`src/rtl/period_timer.sv`:
```
module period_timer (
  input  logic       clk,
  input  logic       rst_n,
  input  logic       wr,
  input  logic [1:0] addr,
  input  logic [7:0] wdata,
  output logic [7:0] rdata,
  output logic       match_out,
  output logic       irq
);

  logic [7:0] cnt, per;
  logic [6:0] ctl;
  logic [5:0] pre;
  logic [3:0] post;
  logic       flag, en;

  wire on      = ctl[2];
  wire wr_cnt  = wr && addr == 2'd0;
  wire wr_per  = wr && addr == 2'd1;
  wire wr_ctl  = wr && addr == 2'd2;
  wire wr_irq  = wr && addr == 2'd3;
  wire restart = wr_cnt || wr_ctl;

  wire [5:0] pre_lim = (ctl[1:0] == 2'd0) ? 6'd3 :
                       (ctl[1:0] == 2'd1) ? 6'd15 : 6'd63;

  wire tick      = on && !restart && pre == pre_lim;
  wire hit       = tick && cnt == per;
  wire post_done = hit && post == ctl[6:3];

  always_ff @(posedge clk) begin
    if (!rst_n) begin
      cnt       <= 8'h00;
      per       <= 8'hFF;
      ctl       <= 7'h00;
      pre       <= 6'd0;
      post      <= 4'd0;
      flag      <= 1'b0;
      en        <= 1'b0;
      match_out <= 1'b0;
    end else begin
      match_out <= hit;

      if (wr_cnt)     cnt <= wdata;
      else if (tick)  cnt <= hit ? 8'h00 : cnt + 8'd1;

      if (wr_per) per <= wdata;
      if (wr_ctl) ctl <= wdata[6:0];

      if (restart)    pre <= 6'd0;
      else if (on)    pre <= tick ? 6'd0 : pre + 6'd1;

      if (restart)    post <= 4'd0;
      else if (hit)   post <= post_done ? 4'd0 : post + 4'd1;

      if (wr_irq) en <= wdata[1];
      flag <= post_done || (wr_irq ? wdata[0] : flag);
    end
  end

  always_comb begin
    case (addr)
      2'd0:    rdata = cnt;
      2'd1:    rdata = per;
      2'd2:    rdata = {1'b0, ctl};
      default: rdata = {6'd0, en, flag};
    endcase
  end

  assign irq = flag && en;

endmodule

```
`config.mk`:
```
export PLATFORM = sky130hd
export DESIGN_NAME = period_timer
export DESIGN_NICKNAME = d
export VERILOG_FILES = /design/src/rtl/period_timer.sv
export SDC_FILE = /design/constraint.sdc
export NUM_CORES = 1
export LEC_CHECK = 0
export BUFFER_PORTS_ARGS = -buffer_cell sky130_fd_sc_hd__buf_2
export CAP_MARGIN = 20
export CORE_UTILIZATION = 55
export CTS_BUF_LIST = sky130_fd_sc_hd__clkbuf_4 sky130_fd_sc_hd__clkbuf_8
export CTS_CLUSTER_SIZE = 28
export DETAILED_ROUTE_END_ITERATION = 10
export PLACE_DENSITY = 0.76
export SYNTH_ARGS = -nofsm -noshare
export SYNTH_HDL_FRONTEND = slang
export SYNTH_SLANG_ARGS = --single-unit
export TNS_END_PERCENT = 5
```
`constraint.sdc`:
```
create_clock -name clk -period 2.5 [get_ports clk]
set_clock_uncertainty 0.15 [all_clocks]
set_input_delay 0.625 -clock clk [delete_from_list [all_inputs] [get_ports clk]]
set_output_delay 0.625 -clock clk [all_outputs]
set_load 0.01 [all_outputs]
```
# == Word level (Yosys, flattened, before mapping) ==
# Index checks and enable logic that the tools add are counted.
# totals
ff_bits,36
latchBits,0
ram_bits,0
mem_bits_ro,0
input_bits,13
output_inout_bits,10
word_cells,44
memories,0
# classes
n_addsub,3
mul,0
div_mod_pow,0
magnitude_cmp,0
n_eq_ne,7
n_shift,0
muxes,9
n_bitwise,1
reduce_logical,16
# op_table
cell,n
8-bit two-way mux,3
8-bit one-hot mux with 3 select lines,1
6-bit two-way mux,3
1-bit logical AND,9
"8-bit by 1-bit adder with 8-bit output, second input constant",1
8-bit == test,1
"6-bit by 1-bit adder with 6-bit output, second input constant",1
6-bit == test,1
"4-bit by 1-bit adder with 4-bit output, second input constant",1
"2-bit by 1-bit == test with 1-bit output, second input constant",2
"2-bit == test, second input constant",2
4-bit == test,1
2-bit zero test,2
4-bit two-way mux,1
1-bit logical OR,2
2-bit nonzero test,1
2-bit OR reduction,1
1-bit zero test,1
1-bit two-way mux,1
1-bit inverter,1

# == Longest topological paths before layout ==
# logic_depth
ltp_word,10
ltp_mapped,7
mapped_depth_nobuf,6

# == Worst setup path after synthesis ==
# OpenSTA, ideal clock, no wires.
# synth_timing
path_type,input port to output port
from,input addr[0]
to,output rdata[0]
arrival_time_ns,1.634
required_time_ns,1.725
slack_ns,0.091
path_stages,2
n_path_buf,1
cell_sequence,buf_1 mux4_2
# synth_via
elab_chain_len,2
word_cells_on_any_way,4
cone_classes,eq/ne: 2; mux: 1; reduce/logical: 1
# synth_rtl
item,line_no,source
"start, declared",5,"input logic [1:0] addr,"
"2-bit == test, or another cell as far along",63,case (addr)
8-bit one-hot mux with 3 select lines *,63,
"end, declared",7,"output logic [7:0] rdata,"
# Mark *: on every way between the ends. The rest lies on a longest branch, timed or not.

# == Final worst setup path ==
# layout_timing
from,register pre[2]
to,register cnt[2]
# layout_via
elab_chain_len,6
word_cells_on_any_way,7
cone_classes,eq/ne: 1; mux: 3; reduce/logical: 3
# layout_rtl
item,line_no,source
"start, declared",14,logic [5:0] pre;
"start signal, assigned",52,else if (on) pre <= tick ? 6'd0 : pre + 6'd1;
6-bit == test *,28,wire tick = on && !restart && pre == pre_lim;
1-bit logical AND *,28,
1-bit logical AND,29,wire hit = tick && cnt == per;
8-bit two-way mux (2 in a row),46,else if (tick) cnt <= hit ? 8'h00 : cnt + 8'd1;
8-bit two-way mux,45,if (wr_cnt) cnt <= wdata;
"end signal, assigned",45,
"end signal, assigned",46,
"end, declared",12,"logic [7:0] cnt, per;"
# Mark *: on every way between the ends. The rest lies on a longest branch, timed or not. The select of a mux whose other input is x is not followed.
# A chain may end at the register's enable or synchronous reset.

==> reports/results.ini <==
[global_routing]
grt_pass1_wl_um = 8260
gr-total-overflow = 0
first_global_vias = 1810
grt_start_max_net_pins = 17
grt_usage_pct = 26.8
antenna_found_initial = 0

[setup_path]
r2r_cells = 5
crit_required_ps = 2600
path_max_fanout = 11
start_kind = flop
arrival_ps = 2380
critPathKind = flop to flop
end_kind = flop

[place]
io_buffers = 22
place_area_sq_um = 2200
dp_hpwl_um = 3510
gp_congestion = 0.802
placed_cells = 307

[hold_path]
hp-class = primary input to flop
worstHoldPathCells = 3

[sta]
period_needed_ps = 2280
worst_pin_slew_ps = 608
setup_viol = 0
fmax_mhz = 439
slew_violations = 0
hold_viol_final = 0
tns_ps = 0
fin_crit_sh_pct = 91.2
slew_headroom_pct = 59.5
rsz0062_at_grt = no

[pwr]
netSwitchingFraction_pct = 26.0
static-leakage-power_nw = 0.871
power_density_nw_per_um2 = 516
internal_power_uw = 871
combPwrFrac_pct = 12.9
peakVddDrop_uv = 329
clockPowerShare_pct = 34.8
seq_power_share_pct = 52.3
p_switching_uw = 305

[logic_synthesis]
ys_warn_count = 0
netlist_area_sq_um = 2020
synthCells = 242
synth_top_flop_cell = dfxtp_1
synth_cell_type_count = 45
ys_async_sr_fraction_pct = 0
post_synth.cell_area_avg_sq_um = 8.33
synth_seq_cells = 36
syn_nets = 258
synth-edff-count = 0
yosys.area.top_type_share_pct = 35.8
ys_seq_area_share_pct = 35.8
synth_area_leaders = dfxtp_1 (36%), nand2_1 (7.6%), nand3_1 (6.2%)
yosysTopAreaCell = dfxtp_1

[job]
maxCapViolations = 0

[clock_tree]
cts_sinks = 36
cts_buffers = 5
cts_setup_buffers = 0
clockBufferDepth = 2
holdBufCountCts = 0
cts_resized = 0
cts-root-buf = clkbuf_4
htreeDepth = 2
clock_latency_ps = 350
clkTransAtPathRegs_ps = 110
cts_tree = yes

[die]
die-area_sq_um = 3910
ios = 23
rows = 21
die_w_um = 62.5
dieHeight_um = 62.5
initial_core_util_pct = 59.0
coreArea_sq_um = 3420

[final_layout]
stdcell_count = 315
drive_above_1_share_pct = 19.7
areaGrowthSynthToFinish_pct = 13.2
layout.nets = 284
diodes = 0
stdcell_area_sq_um = 2280

[drt]
vias = 1876
drc = 0
wl_per_cell_um = 15.1
routed_via_density = 5.96
ant_nets = 0
drt_first_iter_violations = 84
dr.pass1.iters = 4
routed_wl_um = 4770

[run_status]
outcome = complete, no violations

## flip-flops by register name, summed over array words and instances (netlist names)
register,flops
post,4
per,8
en,1
pre,6
flag,1
match_out,1
ctl,7
cnt,8
## path summary, 6_finish.rpt
path | endpoint | startpoint | slack [ps]
min | per[7] | wdata[7] | 360
max | cnt[2] | pre[2] | 220
min reg2reg | ctl[0] | ctl[0] | 360
max reg2reg | cnt[2] | pre[2] | 220
## cells in the mapped netlist, drive strengths merged (2+ instances only)
| cell type | number |
|---|---|
| nor2b | 2 |
| o22ai | 2 |
| xor2 | 4 |
| buf | 3 |
| a21boi | 10 |
| ha | 3 |
| nand4 | 6 |
| o21ai | 13 |
| a21oi | 7 |
| a31o | 3 |
| dfxtp | 36 |
| mux2i | 9 |
| o41ai | 2 |
| and3 | 2 |
| mux4 | 2 |
| nor2 | 13 |
| nand3b | 5 |
| o31ai | 5 |
| clkbuf | 10 |
| nand3 | 25 |
| or3 | 4 |
| o21a | 4 |
| o221a | 2 |
| nand2 | 41 |
| xnor2 | 14 |
## cells in the final DEF, fill, tap and decap left out, types with 2 or more instances in the layout
master / netlist / layout
buf_4: 0 / 10
mux4_2: 2 / 2
xnor2_1: 14 / 14
o21ai_0: 12 / 12
buf_2: 1 / 22
mux2i_1: 9 / 9
o41ai_1: 2 / 2
o22ai_1: 2 / 2
o31ai_1: 5 / 5
dfxtp_1: 36 / 36
o221a_2: 2 / 2
clkbuf_4: 0 / 5
nand2_1: 41 / 41
nand4_1: 6 / 6
xor2_1: 4 / 4
a21boi_0: 10 / 10
a31o_2: 3 / 3
o21a_1: 4 / 4
ha_1: 3 / 3
nand3b_1: 5 / 5
nand3_1: 25 / 25
a21oi_1: 6 / 6
nor2b_1: 2 / 2
nor2_1: 13 / 13
or3_1: 4 / 4
## power groups by stage
stage	Sequential (mW)	Combinational, mW	Clock, mW
3_3_place_gp	0.627	0.147	0
3_5_place_dp	0.628	0.151	0
5_1_grt	0.618	0.167	0.447
6_report	0.615	0.152	0.410
2_1_floorplan	0.621	0.100	0
4_1_cts	0.615	0.152	0.419
## layout make-up
type                            instances  area, sq um
Timing Repair Buffer                   32          185
Clock inverter                          3         42.5
Sequential cell                        36          721
Multi-Input combinational cell        192         1230
Tap cell                               46         57.6
Fill cell                             316         1130
Clock buffer                            5         37.5
Inverter                                1         3.75
## critical path: stages (launching register included)
cell and delay [ps]:
dfxtp_1 370, or4_1 580, nor3_4 200, o21a_1 410
o21ai_0 200, a31o_2 280
## kinds of logic (layout without fill, tap and decap cells)
| logic type | after synthesis | in the layout | share of synthesized area [%] |
|---|---|---|---|
| AOI/OAI and AO/OA | 51 | 51 | 17.8 |
| adders and majority gates | 3 | 3 | 1.86 |
| muxes | 11 | 11 | 6.70 |
| DFF | 36 | 36 | 35.8 |
| and+or+nand+nor | 109 | 109 | 27.1 |
| xor gates and xnor gates | 18 | 18 | 7.82 |
| buffers and inverters | 14 | 41 | 3.04 |
## per-layer routing
| metal | GRT usage (%) | routed length (um) | vias up |
|---|---|---|---|
| li1 | - | - | 927 |
| met1 | 34.1 | 2120 | 876 |
| met2 | 43.6 | 2280 | 64 |
| met3 | 5.66 | 287 | 9 |
| met4 | 11.0 | 74 | 0 |
| met5 | 0 | 0 | - |
## stage by stage
step / total power [mW] / setup slack, ps / hold WS, ps / utilization (%)
3_5_place_dp: 0.778 / 246 / 343 / 64.4
2_1_floorplan: 0.721 / 90.8 / 306 / -
6_report: 1.18 / 220 / 356 / 66.8
5_1_grt: 1.23 / 148 / 366 / 66.8
3_3_place_gp: 0.774 / 260 / 333 / 64.4
4_1_cts: 1.19 / 241 / 348 / 66.8
No activity file was read; power rests on OpenSTA's default activity.
